$ cat config.mk
export PLATFORM = sky130hd
export DESIGN_NAME = jtag_axi_bridge
export DESIGN_NICKNAME = d
export VERILOG_FILES = /design/src/rtl/jtag_axi_pkg.sv /design/src/rtl/jtag_axi_tap.sv /design/src/rtl/jtag_axi_req_dr.sv /design/src/rtl/jtag_axi_rsp_dr.sv /design/src/rtl/jtag_axi_bridge.sv
export SDC_FILE = /design/constraint.sdc
export NUM_CORES = 2
export LEC_CHECK = 0
export BUFFER_PORTS_ARGS = -buffer_cell sky130_fd_sc_hd__clkbuf_2
export CAP_MARGIN = 25
export CORE_AREA = 3 3 210 294
export DETAILED_ROUTE_END_ITERATION = 8
export DIE_AREA = 0 0 213 297
export PLACE_DENSITY = 0.81
export SLEW_MARGIN = 25
export SYNTH_ARGS = -nofsm -noshare
export SYNTH_HDL_FRONTEND = slang
export SYNTH_HIERARCHICAL = 1
export SYNTH_SLANG_ARGS = --single-unit
$ cat constraint.sdc
create_clock -name clk -period 7.2 [get_ports clk]
set_input_delay 2.16 -clock clk [delete_from_list [all_inputs] [get_ports clk]]
set_output_delay 2.16 -clock clk [all_outputs]
set_load 0.02 [all_outputs]
$ cat src/rtl/jtag_axi_pkg.sv
package jtag_axi_pkg;

  typedef enum logic [3:0] {
    TS_RESET, TS_IDLE,
    TS_SEL_DR, TS_CAP_DR, TS_SHIFT_DR, TS_EXIT1_DR, TS_PAUSE_DR, TS_EXIT2_DR, TS_UPD_DR,
    TS_SEL_IR, TS_CAP_IR, TS_SHIFT_IR, TS_EXIT1_IR, TS_PAUSE_IR, TS_EXIT2_IR, TS_UPD_IR
  } tap_state_e;

  localparam int IR_W = 4;
  localparam logic [IR_W-1:0] IR_BYPASS  = 4'b1111;
  localparam logic [IR_W-1:0] IR_CAPTURE = 4'b0001;

  // channel slots per manager port, in instruction order
  localparam int CHANS = 5;
  localparam int CH_AW = 0;
  localparam int CH_W  = 1;
  localparam int CH_B  = 2;
  localparam int CH_AR = 3;
  localparam int CH_R  = 4;

  localparam int LEN_W    = 8;
  localparam int SIZE_W   = 3;
  localparam int BURST_W  = 2;
  localparam int CACHE_W  = 4;
  localparam int PROT_W   = 3;
  localparam int QOS_W    = 4;
  localparam int REGION_W = 4;
  localparam int RESP_W   = 2;

  function automatic int aw_width(input int addr_w, input int id_w, input int user_w);
    return addr_w + LEN_W + SIZE_W + BURST_W + CACHE_W + PROT_W + QOS_W + REGION_W + id_w + user_w;
  endfunction

  function automatic int w_width(input int data_w, input int id_w, input int user_w);
    return data_w + 1 + id_w + data_w / 8 + user_w;
  endfunction

  function automatic int b_width(input int id_w, input int user_w);
    return RESP_W + id_w + user_w;
  endfunction

  function automatic int r_width(input int data_w, input int id_w, input int user_w);
    return RESP_W + data_w + 1 + id_w + user_w;
  endfunction

  function automatic tap_state_e tap_next(input tap_state_e s, input logic tms);
    tap_state_e n;
    case (s)
      TS_RESET:    n = tms ? TS_RESET    : TS_IDLE;
      TS_IDLE:     n = tms ? TS_SEL_DR   : TS_IDLE;
      TS_SEL_DR:   n = tms ? TS_SEL_IR   : TS_CAP_DR;
      TS_CAP_DR:   n = tms ? TS_EXIT1_DR : TS_SHIFT_DR;
      TS_SHIFT_DR: n = tms ? TS_EXIT1_DR : TS_SHIFT_DR;
      TS_EXIT1_DR: n = tms ? TS_UPD_DR   : TS_PAUSE_DR;
      TS_PAUSE_DR: n = tms ? TS_EXIT2_DR : TS_PAUSE_DR;
      TS_EXIT2_DR: n = tms ? TS_UPD_DR   : TS_SHIFT_DR;
      TS_UPD_DR:   n = tms ? TS_SEL_DR   : TS_IDLE;
      TS_SEL_IR:   n = tms ? TS_RESET    : TS_CAP_IR;
      TS_CAP_IR:   n = tms ? TS_EXIT1_IR : TS_SHIFT_IR;
      TS_SHIFT_IR: n = tms ? TS_EXIT1_IR : TS_SHIFT_IR;
      TS_EXIT1_IR: n = tms ? TS_UPD_IR   : TS_PAUSE_IR;
      TS_PAUSE_IR: n = tms ? TS_EXIT2_IR : TS_PAUSE_IR;
      TS_EXIT2_IR: n = tms ? TS_UPD_IR   : TS_SHIFT_IR;
      TS_UPD_IR:   n = tms ? TS_SEL_DR   : TS_IDLE;
      default:     n = TS_RESET;
    endcase
    return n;
  endfunction

endpackage

$ cat src/rtl/jtag_axi_tap.sv
// Oversampling TAP controller: synchronises the pins into clk, runs the
// state machine on each detected rising test-clock edge and owns the IR.
module jtag_axi_tap
  import jtag_axi_pkg::*;
#(
  parameter int SYNC_STAGES = 2
)(
  input  logic            clk,
  input  logic            rst,
  input  logic            tck,
  input  logic            tms,
  input  logic            tdi,
  output tap_state_e      state,
  output logic [IR_W-1:0] ir,
  output logic            ir_lsb,
  output logic            tdi_s,
  output logic            tck_fall,
  output logic            cap_dr,
  output logic            shift_dr,
  output logic            upd_dr
);

  logic [SYNC_STAGES:0]   tck_sr;
  logic [SYNC_STAGES-1:0] tms_sr;
  logic [SYNC_STAGES-1:0] tdi_sr;
  logic [IR_W-1:0]        ir_sr;
  logic                   tck_rise;
  logic                   tms_s;

  always_ff @(posedge clk) begin
    if (rst) begin
      tck_sr <= '0;
      tms_sr <= '1;
      tdi_sr <= '0;
    end else begin
      tck_sr <= {tck_sr[SYNC_STAGES-1:0], tck};
      tms_sr <= {tms_sr[SYNC_STAGES-2:0], tms};
      tdi_sr <= {tdi_sr[SYNC_STAGES-2:0], tdi};
    end
  end

  assign tck_rise = tck_sr[SYNC_STAGES-1] & ~tck_sr[SYNC_STAGES];
  assign tck_fall = ~tck_sr[SYNC_STAGES-1] & tck_sr[SYNC_STAGES];
  assign tms_s    = tms_sr[SYNC_STAGES-1];
  assign tdi_s    = tdi_sr[SYNC_STAGES-1];

  always_ff @(posedge clk) begin
    if (rst) begin
      state <= TS_RESET;
      ir    <= IR_BYPASS;
      ir_sr <= '0;
    end else begin
      if (tck_rise) begin
        state <= tap_next(state, tms_s);
        case (state)
          TS_CAP_IR:   ir_sr <= IR_CAPTURE;
          TS_SHIFT_IR: ir_sr <= {tdi_s, ir_sr[IR_W-1:1]};
          TS_UPD_IR:   ir    <= ir_sr;
          default:     ;
        endcase
      end
      if (state == TS_RESET) ir <= IR_BYPASS;
    end
  end

  assign ir_lsb   = ir_sr[0];
  assign cap_dr   = tck_rise && (state == TS_CAP_DR);
  assign shift_dr = tck_rise && (state == TS_SHIFT_DR);
  assign upd_dr   = tck_rise && (state == TS_UPD_DR);

endmodule

$ cat src/rtl/jtag_axi_req_dr.sv
// Request data register: shift stage plus a held AXI payload with valid.
module jtag_axi_req_dr #(
  parameter int W = 8
)(
  input  logic         clk,
  input  logic         rst,
  input  logic         clear,
  input  logic         sel,
  input  logic         cap,
  input  logic         shf,
  input  logic         upd,
  input  logic         tdi,
  input  logic         ready,
  output logic         valid,
  output logic [W-1:0] bits,
  output logic         lsb
);

  logic [W-1:0] sr;

  always_ff @(posedge clk) begin
    if (rst) begin
      sr    <= '0;
      bits  <= '0;
      valid <= 1'b0;
    end else begin
      if (sel && cap)      sr <= bits;
      else if (sel && shf) sr <= {tdi, sr[W-1:1]};

      if (clear)                     valid <= 1'b0;
      else if (valid && ready)       valid <= 1'b0;
      else if (!valid && sel && upd) begin
        valid <= 1'b1;
        bits  <= sr;
      end
    end
  end

  assign lsb = sr[0];

endmodule

$ cat src/rtl/jtag_axi_rsp_dr.sv
// Response data register: one-entry holding stage read out by Capture-DR.
module jtag_axi_rsp_dr #(
  parameter int W = 8
)(
  input  logic         clk,
  input  logic         rst,
  input  logic         sel,
  input  logic         cap,
  input  logic         shf,
  input  logic         tdi,
  input  logic         in_valid,
  input  logic [W-1:0] in_bits,
  output logic         in_ready,
  output logic         lsb
);

  logic         full;
  logic [W-1:0] hold;
  logic [W:0]   sr;

  always_ff @(posedge clk) begin
    if (rst) begin
      full <= 1'b0;
      hold <= '0;
      sr   <= '0;
    end else begin
      if (sel && cap)      sr <= full ? {1'b1, hold} : '0;
      else if (sel && shf) sr <= {tdi, sr[W:1]};

      if (in_valid && !full) begin
        full <= 1'b1;
        hold <= in_bits;
      end else if (sel && cap) begin
        full <= 1'b0;
      end
    end
  end

  assign in_ready = ~full;
  assign lsb      = sr[0];

endmodule

$ cat src/rtl/jtag_axi_bridge.sv
module jtag_axi_bridge
  import jtag_axi_pkg::*;
#(
  parameter int NPORT  = 2,   // NPORT*CHANS must stay below 16
  parameter int ADDR_W = 32,
  parameter int DATA_W = 32,
  parameter int ID_W   = 4,
  parameter int USER_W = 1
)(
  input  logic                                            clk,
  input  logic                                            rst,
  input  logic                                            tap_clk,
  input  logic                                            tap_mode,
  input  logic                                            tap_din,
  output logic                                            tap_dout,
  output logic [NPORT-1:0]                                m_aw_valid,
  input  logic [NPORT-1:0]                                m_aw_ready,
  output logic [NPORT*aw_width(ADDR_W, ID_W, USER_W)-1:0] m_aw_bits,
  output logic [NPORT-1:0]                                m_w_valid,
  input  logic [NPORT-1:0]                                m_w_ready,
  output logic [NPORT*w_width(DATA_W, ID_W, USER_W)-1:0]  m_w_bits,
  output logic [NPORT-1:0]                                m_ar_valid,
  input  logic [NPORT-1:0]                                m_ar_ready,
  output logic [NPORT*aw_width(ADDR_W, ID_W, USER_W)-1:0] m_ar_bits,
  input  logic [NPORT-1:0]                                m_b_valid,
  output logic [NPORT-1:0]                                m_b_ready,
  input  logic [NPORT*b_width(ID_W, USER_W)-1:0]          m_b_bits,
  input  logic [NPORT-1:0]                                m_r_valid,
  output logic [NPORT-1:0]                                m_r_ready,
  input  logic [NPORT*r_width(DATA_W, ID_W, USER_W)-1:0]  m_r_bits
);

  localparam int AW_W  = aw_width(ADDR_W, ID_W, USER_W);
  localparam int W_W   = w_width(DATA_W, ID_W, USER_W);
  localparam int B_W   = b_width(ID_W, USER_W);
  localparam int R_W   = r_width(DATA_W, ID_W, USER_W);
  localparam int NSLOT = NPORT * CHANS;

  tap_state_e      tap_st;
  logic [IR_W-1:0] ir_q;
  logic            ir_lsb, tdi_s, tck_fall, cap_dr, shift_dr, upd_dr;
  logic            tap_clear;
  logic [NSLOT-1:0] sel, dr_lsb;
  logic            byp_sel, byp_q, dr_out;

  jtag_axi_tap u_tap (
    .clk      (clk),
    .rst      (rst),
    .tck      (tap_clk),
    .tms      (tap_mode),
    .tdi      (tap_din),
    .state    (tap_st),
    .ir       (ir_q),
    .ir_lsb   (ir_lsb),
    .tdi_s    (tdi_s),
    .tck_fall (tck_fall),
    .cap_dr   (cap_dr),
    .shift_dr (shift_dr),
    .upd_dr   (upd_dr)
  );

  assign tap_clear = (tap_st == TS_RESET);

  always_comb begin
    for (int i = 0; i < NSLOT; i++) sel[i] = (ir_q == IR_W'(i));
  end
  assign byp_sel = ~|sel;

  for (genvar p = 0; p < NPORT; p++) begin : g_port
    localparam int S = p * CHANS;

    jtag_axi_req_dr #(.W(AW_W)) u_aw (
      .clk(clk), .rst(rst), .clear(tap_clear), .sel(sel[S+CH_AW]),
      .cap(cap_dr), .shf(shift_dr), .upd(upd_dr), .tdi(tdi_s),
      .ready(m_aw_ready[p]), .valid(m_aw_valid[p]),
      .bits(m_aw_bits[p*AW_W +: AW_W]), .lsb(dr_lsb[S+CH_AW])
    );

    jtag_axi_req_dr #(.W(W_W)) u_w (
      .clk(clk), .rst(rst), .clear(tap_clear), .sel(sel[S+CH_W]),
      .cap(cap_dr), .shf(shift_dr), .upd(upd_dr), .tdi(tdi_s),
      .ready(m_w_ready[p]), .valid(m_w_valid[p]),
      .bits(m_w_bits[p*W_W +: W_W]), .lsb(dr_lsb[S+CH_W])
    );

    jtag_axi_req_dr #(.W(AW_W)) u_ar (
      .clk(clk), .rst(rst), .clear(tap_clear), .sel(sel[S+CH_AR]),
      .cap(cap_dr), .shf(shift_dr), .upd(upd_dr), .tdi(tdi_s),
      .ready(m_ar_ready[p]), .valid(m_ar_valid[p]),
      .bits(m_ar_bits[p*AW_W +: AW_W]), .lsb(dr_lsb[S+CH_AR])
    );

    jtag_axi_rsp_dr #(.W(B_W)) u_b (
      .clk(clk), .rst(rst), .sel(sel[S+CH_B]),
      .cap(cap_dr), .shf(shift_dr), .tdi(tdi_s),
      .in_valid(m_b_valid[p]), .in_bits(m_b_bits[p*B_W +: B_W]),
      .in_ready(m_b_ready[p]), .lsb(dr_lsb[S+CH_B])
    );

    jtag_axi_rsp_dr #(.W(R_W)) u_r (
      .clk(clk), .rst(rst), .sel(sel[S+CH_R]),
      .cap(cap_dr), .shf(shift_dr), .tdi(tdi_s),
      .in_valid(m_r_valid[p]), .in_bits(m_r_bits[p*R_W +: R_W]),
      .in_ready(m_r_ready[p]), .lsb(dr_lsb[S+CH_R])
    );
  end

  always_ff @(posedge clk) begin
    if (rst)                        byp_q <= 1'b0;
    else if (byp_sel && cap_dr)     byp_q <= 1'b0;
    else if (byp_sel && shift_dr)   byp_q <= tdi_s;
  end

  assign dr_out = byp_sel ? byp_q : |(sel & dr_lsb);

  always_ff @(posedge clk) begin
    if (rst) tap_dout <= 1'b0;
    else if (tck_fall) begin
      if (tap_st == TS_SHIFT_IR)      tap_dout <= ir_lsb;
      else if (tap_st == TS_SHIFT_DR) tap_dout <= dr_out;
      else                            tap_dout <= 1'b0;
    end
  end

endmodule

==> run metrics <==
status=finished with violations; failing checks=DRC; syn nets=4670; Final Hold Fails=0; max_cap viols=0; Setup Buffers After CTS=0; Async SR Flop Fraction=0%; CTS HTree Levels=3; CP Capture Type=flip-flop; # fillers=5000; met3 Use GR=6.86%; min-delay worst type=flip-flop to flip-flop; via density per instance=5.69; EDFF count, synth=0; multi-input logic area=0.0152 sq mm; P&R area growth vs syn=12.7%; router iterations before antenna repair=9; hold_buf cts=0; CTS sink cnt=911; antenna violations before repair=11; total wire length=93.5 mm; remaining antenna violation count=0; dominant cell type by area after synthesis=dfxtp_1; WP data required=7.67 ns; yosys warns=6; GRT overflow=0; Reg area=0.0182 sq mm; post-DR wirelength/cell=16.6 microns; Initial Util=59.6%; clk_lat worst skew=0.63 ns; Num CTS Buffers=84; post-synthesis instance area=0.0355 sq mm; hpwl dp=56.8 mm; initial drt markers=3614; CTS tree=yes; Bufs on Longest Clock Path=3; die area=0.0633 sq mm; final setup skew=0.0139 ns; Pleak=16.9 nW; core outline area=0.0595 sq mm; die height=297 microns; commonest non-fill, non-tap cell in the layout=nor2_1; Vias=31990; vias in the first global route=29146; CP max FO=123; CTS clk-pin slew, worst paths=0.06 ns; max-slew violations=0; Peak VDD IR=0.202 mV; Avg Inst Size Synth=7.78 sq um; worst-margin pin slew=1.09 ns; GP Congestion=0.807; global-route wire length before repair=150 mm; met2 global-route usage=46.3%; post-cts resize count=0; ys flop type=dfxtp_1; Die W=213 microns; share of cells above drive strength 1=14.6%; final setup fails=0; FMAX=0.251 GHz; unrepaired setup endpoints after global routing=no; Seq/Total Area, Yosys=51.4%; Synth top area share=51.4%; FP Rows=106; NumNets Final=4901; number of port buffers=463; Yosys reg bits=911; Synth Instances=4561; Setup crit start kind=input pin; Pwr Density=244 mW/mm^2; M1 GR Usage=36.2%; CP Class=input pin to flip-flop; Top Ports=464; most frequent cells in the layout=1135 x nor2_1, 1068 x nand2_1, 911 x dfxtp_1, 462 x clkbuf_2, 434 x a21oi_1; post-layout util=67.2%; critical path data arrival time=4.45 ns; Unique masters post-synth=58; synth top area cells=dfxtp_1 51%, nor2_1 12%, nand2_1 11%; Setup TNS Final=0 ns; clock root cell=clkbuf_16; Slew HR=27.2%; Final min period=3.98 ns; Tot Pwr=0.00976 W; GRT Total Usage=28.1%; largest net degree at the start of global routing=216; residual DRC count=9; GRT busiest layer=met2; ratio of final minimum period to clock period=55.3%
## flip-flops by register name, summed over array words and instances (netlist names), 2 cells and up
name               count
g_port.u_r/full        2
g_port.u_ar/valid      2
g_port.u_w/bits       84
g_port.u_aw/bits     130
u_tap/tdi_sr           2
g_port.u_ar/bits     130
u_tap/state            4
g_port.u_b/hold       14
g_port.u_r/hold       80
u_tap/ir_sr            4
g_port.u_w/valid       2
g_port.u_ar/sr       130
g_port.u_b/sr         16
g_port.u_aw/sr       130
u_tap/ir               4
g_port.u_r/sr         82
g_port.u_w/sr         84
u_tap/tms_sr           2
g_port.u_aw/valid      2
u_tap/tck_sr           3
g_port.u_b/full        2
## Yosys cell counts (all sizes together), types with 7 or more instances
master   count
nand2b       8
inv         14
a222oi      80
a21oi      434
dfxtp      911
nand3b       7
mux2         7
clkbuf     102
o21ai        8
nor4       343
nor3b        7
a221oi      14
o22ai        7
nor3        26
mux2i       20
buf        266
nor2      1136
nand2     1073
a2111oi      8
nand3        7
nor2b       11
o21a         8
## power by group
part | internal, W | switching (W) | total (W)
logic | 0.0000661 | 0.000160 | 0.000226
registers | 0.00507 | 0.0000257 | 0.00510
clock network | 0.00252 | 0.00192 | 0.00444
total | 0.00766 | 0.00211 | 0.00976
## worst max-delay path: stages
cell and delay (ns):
buf_8 0.57, clkinv_2 0.73, o211ai_1 0.29, buf_4 0.42, a222oi_1 0.14
## final timing paths
kind,startpoint,endpoint,slack (ns),cells past startpoint
worst max-delay path,rst,g_port[1].u_r/sr[28],3.22,5
worst min-delay path,u_tap/tms_sr[0],u_tap/tms_sr[1],0.41,1
worst max register to register,u_tap/state[2],g_port[0].u_r/sr[1],3.71,6
worst min register to register,u_tap/tms_sr[0],u_tap/tms_sr[1],0.41,1
## area by class of cell
| cell class | instances | share of cell area (%) |
|---|---|---|
| flip-flops and latches | 911 | 45.6 |
| multi-input cells | 3264 | 38.0 |
| repair buffers | 513 | 6.96 |
| clock buffers | 126 | 6.34 |
| well taps | 756 | 2.37 |
| clock inverters | 25 | 0.551 |
| inverters | 18 | 0.200 |
| diodes | 5 | 0.0313 |
## logic make-up after synthesis
logic type             count (synthesis)  synth area share [%]
flip-flops                           911                  51.4
AND/OR/NAND/NOR                     2647                  31.3
buffers and inverters                386                  6.14
multiplexers                          27                 0.797
AO/OA/AOI/OAI                        589                  10.3
XOR/XNOR                               1                0.0247
## metal layers
metal,wire length [microns],vias up,part of all wire [%]
met5,69,-,0.074
met4,2790,10,3.0
met3,6940,163,7.4
met2,45000,964,48
met1,38700,15193,41
li1,-,15660,-
## through the flow
step           instances  area, sq um  hold slack [ns]  setup WS, ns
2_1_floorplan       4561        35500            0.389          2.36
3_3_place_gp        5459        37100            0.398          2.56
3_5_place_dp        5462        37200            0.397          2.56
4_1_cts             5613        40000            0.410          3.25
5_1_grt             5617        40000            0.438          3.07
6_report            5618        40000            0.414          3.22
(Power assumes the default switching activity.)
